`config.mk`:
```
export PLATFORM = sky130hd
export DESIGN_NAME = stereo_vol_peak
export DESIGN_NICKNAME = d
export VERILOG_FILES = /design/src/rtl/svp_pkg.sv /design/src/rtl/vp_gain.sv /design/src/rtl/vp_peak.sv /design/src/rtl/vp_readport.sv /design/src/rtl/stereo_vol_peak.sv
export SDC_FILE = /design/constraint.sdc
export NUM_CORES = 1
export LEC_CHECK = 0
export BUFFER_PORTS_ARGS = -buffer_cell sky130_fd_sc_hd__buf_2
export CAP_MARGIN = 10
export CORE_MARGIN = 5
export CORE_UTILIZATION = 52
export CTS_BUF_LIST = sky130_fd_sc_hd__clkbuf_8
export CTS_CLUSTER_SIZE = 10
export DETAILED_ROUTE_END_ITERATION = 10
export PLACE_DENSITY = 0.66
export SYNTH_ARGS = -nofsm -noshare
export SYNTH_HDL_FRONTEND = slang
export SYNTH_HIERARCHICAL = 1
export SYNTH_SLANG_ARGS = --single-unit
```
`constraint.sdc`:
```
create_clock -name clk -period 7.95 [get_ports clk]
set_clock_uncertainty 0.2 [all_clocks]
set_input_delay 0.795 -clock clk [delete_from_list [all_inputs] [get_ports clk]]
set_output_delay 0.795 -clock clk [all_outputs]
set_load 0.005 [all_outputs]
```
`src/rtl/svp_pkg.sv`:
```
package svp_pkg;
  localparam int NUM_CH  = 2;
  localparam int CH_LEFT = 0;
  localparam int CH_RGHT = 1;
endpackage

```
`src/rtl/vp_gain.sv`:
```
module vp_gain #(
  parameter int DATA_W = 24,
  parameter int STEP_W = 8
) (
  input  logic              clk,
  input  logic              rst,
  input  logic              smp_vld,
  input  logic [DATA_W-1:0] smp,
  input  logic [STEP_W-1:0] atten,
  output logic              res_vld,
  output logic [DATA_W-1:0] res
);
  localparam int GAIN_W = STEP_W + 2;
  localparam int PROD_W = DATA_W + GAIN_W;
  localparam logic [GAIN_W-1:0] UNITY = GAIN_W'(1) << STEP_W;

  logic signed [GAIN_W-1:0] gain_s;
  logic signed [DATA_W-1:0] smp_s;
  logic signed [PROD_W-1:0] prod;
  logic        [DATA_W-1:0] res_n;

  assign gain_s = $signed(UNITY - {2'b00, atten});
  assign smp_s  = $signed(smp);
  assign prod   = smp_s * gain_s;
  // Dropping the low STEP_W bits of a signed product is a floor divide.
  assign res_n  = prod[STEP_W +: DATA_W];

  always_ff @(posedge clk) begin
    if (rst) begin
      res_vld <= 1'b0;
      res     <= '0;
    end else begin
      res_vld <= smp_vld;
      if (smp_vld) res <= res_n;
    end
  end

  assert_valid_latency_R2: assert property (@(posedge clk) disable iff (rst)
    smp_vld |=> res_vld);
  assert_no_spurious_valid_R2: assert property (@(posedge clk) disable iff (rst)
    !smp_vld |=> (!res_vld && $stable(res)));
  assert_unity_gain_R3: assert property (@(posedge clk) disable iff (rst)
    (smp_vld && atten == '0) |=> (res == $past(smp)));
endmodule

```
`src/rtl/vp_peak.sv`:
```
module vp_peak #(
  parameter int DATA_W = 24
) (
  input  logic              clk,
  input  logic              rst,
  input  logic              load,
  input  logic [DATA_W-1:0] smp,
  input  logic              clr,
  output logic [DATA_W-2:0] peak
);
  localparam logic [DATA_W-2:0] MAX_MAG = '1;
  localparam logic [DATA_W-1:0] MOST_NEG = {1'b1, {(DATA_W-1){1'b0}}};

  logic [DATA_W-1:0] negated;
  logic [DATA_W-2:0] mag;
  logic [DATA_W-2:0] peak_n;

  assign negated = ~smp + 1'b1;

  always_comb begin
    if (!smp[DATA_W-1])      mag = smp[DATA_W-2:0];
    else if (smp == MOST_NEG) mag = MAX_MAG;
    else                      mag = negated[DATA_W-2:0];
  end

  always_comb begin
    if (clr)                     peak_n = load ? mag : '0;
    else if (load && mag > peak) peak_n = mag;
    else                         peak_n = peak;
  end

  always_ff @(posedge clk) begin
    if (rst) peak <= '0;
    else     peak <= peak_n;
  end

  assert_clear_on_read_R9: assert property (@(posedge clk) disable iff (rst)
    (clr && !load) |=> (peak == '0));
  assert_peak_monotonic_R6: assert property (@(posedge clk) disable iff (rst)
    !clr |=> (peak >= $past(peak)));
  assert_peak_covers_sample_R6: assert property (@(posedge clk) disable iff (rst)
    (load && !clr) |=> (peak >= $past(mag)));
  assert_collide_reload_R10: assert property (@(posedge clk) disable iff (rst)
    (load && clr) |=> (peak == $past(mag)));
endmodule

```
`src/rtl/vp_readport.sv`:
```
module vp_readport #(
  parameter int DATA_W = 24
) (
  input  logic              clk,
  input  logic              rst,
  input  logic              rd_en,
  input  logic              rd_sel,
  input  logic [DATA_W-2:0] peak_l,
  input  logic [DATA_W-2:0] peak_r,
  output logic              clr_l,
  output logic              clr_r,
  output logic              rd_valid,
  output logic [DATA_W-1:0] rd_data
);
  logic [DATA_W-2:0] picked;

  assign clr_l  = rd_en && !rd_sel;
  assign clr_r  = rd_en &&  rd_sel;
  assign picked = rd_sel ? peak_r : peak_l;

  always_ff @(posedge clk) begin
    if (rst) begin
      rd_valid <= 1'b0;
      rd_data  <= '0;
    end else begin
      rd_valid <= rd_en;
      if (rd_en) rd_data <= {1'b0, picked};
    end
  end

  assert_read_latency_R8: assert property (@(posedge clk) disable iff (rst)
    rd_en |=> rd_valid);
  assert_read_left_value_R8: assert property (@(posedge clk) disable iff (rst)
    (rd_en && !rd_sel) |=> (rd_data == {1'b0, $past(peak_l)}));
  assert_read_right_value_R8: assert property (@(posedge clk) disable iff (rst)
    (rd_en && rd_sel) |=> (rd_data == {1'b0, $past(peak_r)}));
endmodule

```
`src/rtl/stereo_vol_peak.sv`:
```
module stereo_vol_peak #(
  parameter int DATA_W = 24,
  parameter int STEP_W = 8
) (
  input  logic              clk,
  input  logic              rst,
  input  logic              in_valid,
  input  logic [DATA_W-1:0] in_left,
  input  logic [DATA_W-1:0] in_right,
  input  logic [STEP_W-1:0] vol_left,
  input  logic [STEP_W-1:0] vol_right,
  input  logic              rd_en,
  input  logic              rd_sel,
  output logic              out_valid,
  output logic [DATA_W-1:0] out_left,
  output logic [DATA_W-1:0] out_right,
  output logic              rd_valid,
  output logic [DATA_W-1:0] rd_data
);
  import svp_pkg::*;

  logic [DATA_W-1:0] smp_a  [NUM_CH];
  logic [STEP_W-1:0] step_a [NUM_CH];
  logic [DATA_W-1:0] res_a  [NUM_CH];
  logic              vld_a  [NUM_CH];
  logic [DATA_W-2:0] peak_a [NUM_CH];
  logic              clr_a  [NUM_CH];

  assign smp_a[CH_LEFT]  = in_left;
  assign smp_a[CH_RGHT]  = in_right;
  assign step_a[CH_LEFT] = vol_left;
  assign step_a[CH_RGHT] = vol_right;

  for (genvar c = 0; c < NUM_CH; c++) begin : g_ch
    vp_gain #(.DATA_W(DATA_W), .STEP_W(STEP_W)) u_gain (
      .clk(clk), .rst(rst), .smp_vld(in_valid), .smp(smp_a[c]),
      .atten(step_a[c]), .res_vld(vld_a[c]), .res(res_a[c]));

    vp_peak #(.DATA_W(DATA_W)) u_peak (
      .clk(clk), .rst(rst), .load(in_valid), .smp(smp_a[c]),
      .clr(clr_a[c]), .peak(peak_a[c]));
  end

  vp_readport #(.DATA_W(DATA_W)) u_rd (
    .clk(clk), .rst(rst), .rd_en(rd_en), .rd_sel(rd_sel),
    .peak_l(peak_a[CH_LEFT]), .peak_r(peak_a[CH_RGHT]),
    .clr_l(clr_a[CH_LEFT]), .clr_r(clr_a[CH_RGHT]),
    .rd_valid(rd_valid), .rd_data(rd_data));

  assign out_valid = vld_a[CH_LEFT];
  assign out_left  = res_a[CH_LEFT];
  assign out_right = res_a[CH_RGHT];

  assert_lanes_aligned_R2: assert property (@(posedge clk) disable iff (rst)
    vld_a[CH_LEFT] == vld_a[CH_RGHT]);
  assert_single_clear_R9: assert property (@(posedge clk) disable iff (rst)
    !rd_en |=> $stable(rd_data));
endmodule

```
== Word-level counts from Yosys, hierarchy flattened ==
Cells that the tools add are included.

* Flip-flop bits (word level): 119
* Bits in latches: 0
* Memory bits (writable): 0
* ROM bits: 0
* Output and inout port bits: 74
* Word-level logic and storage cells: 37
* Memories: 0

* Add/sub/neg operators: 4
* $mul: 2
* Div/mod/pow operators: 0
* $lt $le $gt $ge: 2
* Equal/unequal tests: 2
* Shift-type cells: 0
* Mux-type cells: 11
* Bitwise operators: 2
* Reductions and logical operators: 7

{| class="wikitable"
|+ Operators by type and width
! kind !! number
|-
| 23-bit 2-to-1 mux || 11
|-
| 24-bit by 10-bit multiplier with 32-bit output || 2
|-
| 24-bit == test (second input constant) || 2
|-
| 23-bit by 1-bit adder with 23-bit output (second input constant) || 2
|-
| 23-bit greater-than comparator || 2
|-
| 23-bit NOT || 2
|-
| 9-bit by 8-bit subtractor with 10-bit output (first input constant) || 2
|-
| 1-bit logical AND || 4
|-
| 2-bit nonzero test || 2
|-
| 1-bit zero test || 1
|}

== Logic depth before layout (Yosys ltp) ==
Gate-level depths: netlist (run 1).

* Depth after elaboration: 8
* Mapped depth: 26
* Gate-level depth less buffers: 23

== By module ==
The synthesis (run 1) kept the hierarchy.

{| class="wikitable"
|+ Modules (own cells, without submodules)
! module !! times used !! cells an instance !! area each (sq um) !! seq. area each (sq um)
|-
| vp_gain (g_ch[1].u_gain) || 1 || 894 || 8,037.7 || 500.5
|-
| vp_gain (g_ch[0].u_gain) || 1 || 887 || 7,988.9 || 500.5
|-
| vp_peak (g_ch[0].u_peak) || 1 || 302 || 2,311.0 || 460.4
|-
| vp_peak (g_ch[1].u_peak) || 1 || 273 || 2,199.6 || 460.4
|-
| vp_readport || 1 || 108 || 1,081.0 || 480.5
|}

== Least setup slack after synthesis (run 1) ==
Ideal clock, no wire load.

* Path kind: input -> register
* From: input vol_left[0]
* To: register g_ch[0].u_gain.res[22]
* Arrival: 7.066 ns
* Setup slack: 0.557 ns
* Cell stages on the path: 24
* Path buffers: 3
* Cells stage by stage: buf_4 > clkbuf_1 > inv_1 > ha_1 > xnor2_1 > clkbuf_1 > nand2_1 > fa_1 > inv_1 > fa_1 > fa_1 > fa_1 > inv_1 > fa_1 > inv_1 > ha_1 > a211o_1 > a211oi_1 > o21ai_0 > o221a_4 > o21a_1 > a211o_1 > nor4bb_1 > or3_1

* Longest elaborated chain between the ends: 2

{| class="wikitable"
|+ RTL lines
! item !! RTL line !! RTL
|-
| start: declaration || stereo_vol_peak.sv:10 || <nowiki>input logic [STEP_W-1:0] vol_left,</nowiki>
|-
| 9-bit by 8-bit subtractor with 10-bit output || vp_gain.sv:22 || <nowiki>assign gain_s = $signed(UNITY - {2'b00, atten});</nowiki>
|-
| 24-bit by 10-bit multiplier with 32-bit output || vp_gain.sv:24 || <nowiki>assign prod = smp_s * gain_s;</nowiki>
|-
| end signal: assignment || vp_gain.sv:34 || <nowiki>if (smp_vld) res <= res_n;</nowiki>
|-
| end: declaration || vp_gain.sv:11 || <nowiki>output logic [DATA_W-1:0] res</nowiki>
|}

Every way passes these cells.
A chain may end at the register's enable or synchronous reset.

== Worst setup path in the final report (run 1) ==
* From: input vol_left[2]
* To: register g_ch[0].u_gain.res[22]

The elaborated chain is that of the path after synthesis.

==> reports/qor.csv, run 1 <==
stage,metric,value,unit
routing,avgViaCountPerCell,5.540,
grt,grt_usage,25.15,%
critical_path,slowest_stage,xnor2_1,
sta,max_freq,133.6,MHz
die,die_x,213.8,um
sta,rsz0062_at_grt,no,
sta,worst_slew_pin_slew,1.082,ns
die,core_area,40920,um2
clock_network,cts.sinks,119,
clock_network,cts_tree,done,
synthesis,synthCells,2463,
grt,grt-ovfl-total,0,
flow_run,cap_violations,0,
placement,postPlaceCellArea,22720,um2
sta,whs,0.2594,ns
critical_path,crit_path_max_incr_delay,0.65,ns
final_layout,layout-drive-gt1-share,10.31,%
clock_network,clockBufferDepth,2,
clock_network,cts-hold-fix-buffers,0,
final_layout,syn_to_final_growth,7.085,%
grt,grt_pass1_wl,92.58,mm
clock_network,clk_pin_slew,0.08,ns
routing,dr.pass1.iters,5,
clock_network,cts-resized-gates,0,
sta,setup_viol,0,
sta,tns,0,ns
routing,met1_length,24.38,mm
critical_path,path_cells,buf_2 > nor4_1 > nand2_1 > xnor2_1 > buf_4 > and2_1 > fa_1 > fa_1 > fa_1 > fa_1 > inv_1 > fa_1 > inv_1 > ha_1 > and2_1 > and3_1 > and4_1 > o221a_4 > o21a_1 > a211o_1 > nor4bb_1 > or3_1,
synthesis,yosys_warnings,6,
routing,wirelength,54.90,mm
power_and_ir_drop,p_leak,11.67,nW
routing,drcViolationCount,0,
routing,first_iter_violations,957,
status,status,"finished, final reports clean",
clock_network,htreeDepth,4,
critical_path,cp.arrival,7.68,ns
sta,min_period,7.484,ns
routing,wl_met2,26.92,mm
placement,dp_hpwl,42.80,mm
sta,fin_crit_sh,94.14,%
final_layout,fill_cells,3784,
power_and_ir_drop,peakVddDrop,370.4,uV
routing,wl_per_cell,17.73,um
die,die_area,45710,um2
power_and_ir_drop,totalPowerFinal,7.640,mW
synthesis,synth_nets,3054,
clock_network,numCtsBuffers,17,
clock_network,cts_setup_buffers,0,
sta,hold_violations,0,
die,io_pins,143,
grt,antenna_found_initial,5,
final_layout,regArea,2382,um2
routing,via_count,17156,
critical_path,worstPathRequired,8.14,ns
power_and_ir_drop,pwr_density_cell,330.3,nW/um2
grt,grt_pass1_vias,18107,
critical_path,cp_max_fo,16,
critical_path,end_kind,flip-flop,
final_layout,nNetsFinal,3138,
final_layout,design_area,23130,um2
sta,slew_violations,0,
grt,grt_max_degree,71,
critical_path,path_class,in -> reg,
die,die_h,213.8,um
placement,port_buffers,141,
routing,routed.top_layer,met4,
placement,gp_congestion,0.8617,
synthesis,syn_avg_cell_area,8.769,um2
critical_path,critical-path-top-delay-family,adder cells,
clock_network,clkLatencyLatePin,0.52,ns
sta,maxSlewHeadroom,27.54,%
synthesis,syn-cell-area,21600,um2
clock_network,cts_root_buf,clkbuf_8,
routing,detail-route-antenna-nets,0,
routing,dr_wl_met3,2.814,mm
min_path,hp-class,reg -> reg,
die,num_rows,74,
final_layout,multi_input_area,17190,um2
critical_path,path_buf_inv,4,
critical_path,crit_top_cell,fa_1,
die,start_util,52.78,%
final_layout,postLayoutCoreUtil,56.52,%
critical_path,start_kind,input pin,
## power breakdown
group | internal, mW | switching [mW] | total (mW) | leakage [nW]
combinational | 2.63 | 3.63 | 6.25 | 10.5
clock | 0.261 | 0.332 | 0.593 | 0.198
sequential | 0.725 | 0.0669 | 0.792 | 0.983
total | 3.61 | 4.03 | 7.64 | 11.7
## worst reg2reg max path: cells and delay by family, from the launching register on
kind                       cells  cell delay, ns
adders and majority gates      1            0.30
buffers and inverters          1            0.07
DFF                            1            0.39
and+or+nand+nor                4            1.31
AOI/OAI and AO/OA              2            0.72
## stage by stage
stage               worst slack [ns]  instances
floorplan                     0.5575       2463
global placement              0.2157       3060
detailed placement           0.02749       3060
CTS                           0.5802       3092
global route                  0.1918       3096
finish                        0.4656       3097
## area by class of cell
type                    count  share of cell area, %
diodes                      5                0.05410
clock buffers              17                  1.012
clock inverters            15                 0.6870
inverters                 409                  6.638
multi-input cells        1827                  74.33
flip-flops and latches    119                  10.30
well taps                 532                  2.878
repair buffers            173                  4.101
## registers in the layout (all words and copies together), names as in the netlist
signal               cells
u_rd/rd_valid            1
g_ch.u_peak/peak        46
g_ch.u_gain/res         48
u_rd/rd_data            23
g_ch.u_gain/res_vld      1
## metal layers
metal / track usage (%) / vias up
li1: - / 8102
met1: 33.82 / 8606
met2: 42.63 / 394
met3: 4.477 / 54
met4: 5.921 / 0
met5: 0 / -
## cell usage in the layout (no fill, tap or decap), types with 14 or more instances in the layout
master,instances
mux2i_1,77
fa_1,340
a21o_1,20
nand2_1,283
nand3_1,26
xnor2_1,32
inv_1,409
buf_4,33
clkbuf_8,17
o21ai_0,39
a31o_2,18
nor3_1,18
dfxtp_1,119
nor4_1,21
ha_1,182
xor2_1,43
and2_1,245
a211oi_1,36
or3_1,14
nand2b_1,41
nor2_1,97
buf_2,140
a21oi_1,71
## path summary, 6_finish.rpt
path,from,endpoint,slack (ns),depth (start not counted)
worst min-delay path,g_ch[1].u_gain/res[21],g_ch[1].u_gain/res[21],0.26,2
worst min register to register,g_ch[1].u_gain/res[21],g_ch[1].u_gain/res[21],0.26,2
worst max register to register,g_ch[1].u_peak/peak[9],g_ch[1].u_peak/peak[8],4.85,8
worst max-delay path,vol_left[2],g_ch[0].u_gain/res[22],0.47,22
Power figures use the tool's default switching activity.
==> run 2: changes to the inputs <==
--- a/config.mk
+++ b/config.mk
@@ -12,6 +12,7 @@
 export CTS_BUF_LIST = sky130_fd_sc_hd__clkbuf_8
 export CTS_CLUSTER_SIZE = 10
 export DETAILED_ROUTE_END_ITERATION = 10
+export GPL_TIMING_DRIVEN = 0
 export PLACE_DENSITY = 0.66
 export SYNTH_ARGS = -nofsm -noshare
 export SYNTH_HDL_FRONTEND = slang
==> constraint.sdc (replaced) <==
create_clock -name clk -period 9.7 [get_ports clk]
set_clock_uncertainty 0.2 [all_clocks]
set_input_delay 0.97 -clock clk [delete_from_list [all_inputs] [get_ports clk]]
set_output_delay 0.97 -clock clk [all_outputs]
set_load 0.005 [all_outputs]
==> run 2 against run 1 <==
Against the previous run: via count increased by 3.0%; core utilization grew 0.54 points; clock power down 17%; sequential share of layout area down 0.098 points; critical path depth up 3; critical path type unchanged; sequential power shrank 18%; worst hold slack better by 0.0032 ns.
==> reports/qor.csv, run 2 (synthesis results as in run 1) <==
stage,metric,value,unit,change
status,status,"finished, final reports clean",,unchanged
clock_network,cts-hold-fix-buffers,0,,unchanged
grt,grt_usage,26.87,%,was 25.15%
critical_path,r2r_cells,9,,was 8
die,io_pins,143,,unchanged
sta,worst_slew_pin_slew,1.082,ns,about the same
die,start_util,52.78,%,unchanged
sta,min_period,8.556,ns,
routing,wl_per_cell,18.55,um,was 17.73 um
die,core_area,40920,um2,unchanged
clock_network,cts.sinks,119,,unchanged
final_layout,nNetsFinal,3210,,was 3138
sta,max_freq,116.9,MHz,
grt,grt_use_met3,4.448,%,was 4.477%
min_path,whs_path_depth,2,,unchanged
placement,gp_congestion,0.8947,,was 0.8617
power_and_ir_drop,p_leak,11.72,nW,was 11.67 nW
flow_run,cap_violations,0,,unchanged
grt,top_usage_layer,met2,,unchanged
sta,maxSlewHeadroom,27.73,%,was 27.54%
sta,hold_violations,0,,unchanged
clock_network,clk_pin_slew,0.08,ns,about the same
final_layout,largest_reg_flops,48,,unchanged
clock_network,clockBufferDepth,2,,unchanged
grt,grt_max_degree,20,,was 71
grt,grt-ovfl-total,0,,unchanged
placement,dpl.cell_count,3132,,was 3060
critical_path,path_class,in -> reg,,unchanged
routing,avgViaCountPerCell,5.586,,was 5.540
die,die_h,213.8,um,unchanged
power_and_ir_drop,peakVddDrop,296.5,uV,was 370.4 uV
grt,gr-usage-met1,36.53,%,was 33.82%
final_layout,layout-drive-gt1-share,9.422,%,was 10.31%
power_and_ir_drop,totalPowerFinal,6.274,mW,was 7.640 mW
clock_network,numCtsBuffers,17,,unchanged
routing,via_count,17674,,was 17156
critical_path,slowest_stage,clkbuf_1,,was xnor2_1
final_layout,postLayoutCoreUtil,57.06,%,was 56.52%
routing,wirelength,58.69,mm,was 54.90 mm
sta,rsz0062_at_grt,no,,unchanged
routing,first_iter_violations,1158,,was 957
critical_path,worstPathRequired,9.88,ns,was 8.14 ns
sta,tns,0,ns,unchanged
final_layout,stdcell_count,3164,,was 3097
clock_network,clkLatencyLatePin,0.51,ns,was 0.52 ns
sta,setup_viol,0,,unchanged
final_layout,final_cell_mix,"inv_1, fa_1, nand2_1, and2_1, ha_1",,unchanged
die,num_rows,74,,unchanged
final_layout,top_register,g_ch.u_gain/res,,unchanged
grt,antenna_found_initial,1,,was 5
critical_path,crit_top_cell,fa_1,,unchanged
routing,dr.pass1.iters,5,,unchanged
min_path,hp-class,reg -> reg,,unchanged
clock_network,cts_setup_buffers,0,,unchanged
clock_network,cts_root_buf,clkbuf_8,,unchanged
sta,slew_violations,0,,unchanged
grt,grt_pass1_wl,97.29,mm,was 92.58 mm
placement,port_buffers,137,,was 141
grt,grtUsageMet2,44.78,%,was 42.63%
final_layout,reg.largest.list,"g_ch.u_gain/res: 48 flops, g_ch.u_peak/peak: 46 flops, u_rd/rd_data: 23 flops",,unchanged
routing,detail-route-antenna-nets,0,,unchanged
critical_path,crit_path_max_incr_delay,0.57,ns,was 0.65 ns
critical_path,start_kind,input pin,,unchanged
final_layout,n_antenna_cell,0,,was 5
sta,whs,0.2626,ns,was 0.2594 ns
sta,fin_crit_sh,88.21,%,
clock_network,cts_tree,done,,unchanged
routing,drcViolationCount,0,,unchanged
power_and_ir_drop,pwr_density_cell,268.7,nW/um2,was 330.3 nW/um2
clock_network,cts-resized-gates,0,,unchanged
placement,dp_hpwl,47.11,mm,was 42.80 mm
clock_network,htreeDepth,4,,unchanged
die,die_x,213.8,um,unchanged
critical_path,end_kind,flip-flop,,unchanged
grt,grt_pass1_vias,18613,,was 18107
final_layout,mostFrequentLayoutCell,inv_1,,unchanged
critical_path,cp_max_fo,10,,was 16
critical_path,cp.arrival,8.74,ns,was 7.68 ns
final_layout,syn_to_final_growth,8.110,%,was 7.085%
die,die_area,45710,um2,unchanged
==> run 2: cell count changes in the layout (fill, tap and decap cells not counted), moves of 2 or more <==
cell	change
buf_2	+8
xnor2_2	-4
clkinv_4	+3
xnor2_1	+4
clkbuf_1	+70
buf_1	+11
buf_4	-28
inv_8	-4
buf_12	+2
diode_2	-5
buf_6	+6
==> run 2: worst max-delay path, delay by kind of cell <==
kind | cells | cell delay (ns)
buffers and inverters | 7 | 1.44
AOI/OAI and AO/OA | 6 | 1.81
xor gates and xnor gates | 1 | 0.50
adders and majority gates | 7 | 3.25
and+or+nand+nor | 4 | 0.77
==> run 2: final timing paths <==
path                                         startpoint                endpoint  slack, ns
worst max-delay path                        vol_left[0]  g_ch[0].u_gain/res[22]       1.14
worst min-delay path             g_ch[1].u_gain/res[21]  g_ch[1].u_gain/res[21]       0.26
worst max register to register  g_ch[1].u_peak/peak[21]  g_ch[1].u_peak/peak[3]       6.09
worst min register to register   g_ch[1].u_gain/res[21]  g_ch[1].u_gain/res[21]       0.26
==> run 2: area by class of cell <==
cell class	instances	area [um2]
multi-input combinational	1827	17150
tap	532	665.6
sequential	119	2382
inverter	409	1535
clock inverter	15	166.4
buffer	108	530.5
timing repair buffer	137	685.7
clock buffer	17	234.0
fill	3793	17570
==> run 2: stage by stage <==
stage               worst slack, ns  instance area (um2)
detailed placement           0.6364                22950
CTS                           1.154                23350
global route                 0.8588                23350
floorplan                     2.132                21600
global placement             0.6735                22950
finish                        1.144                23350
==> run 2: where the power goes <==
group	internal [mW]	total [mW]	switching, mW
registers	0.594	0.652	0.0572
clock network	0.233	0.490	0.256
logic	2.13	5.13	3.00
==> run 2: routing by layer <==
metal,vias to the layer above,routed length [um]
met5,-,0
li1,8252,-
met1,8828,25800
met2,501,27960
met3,93,3424
met4,0,1507
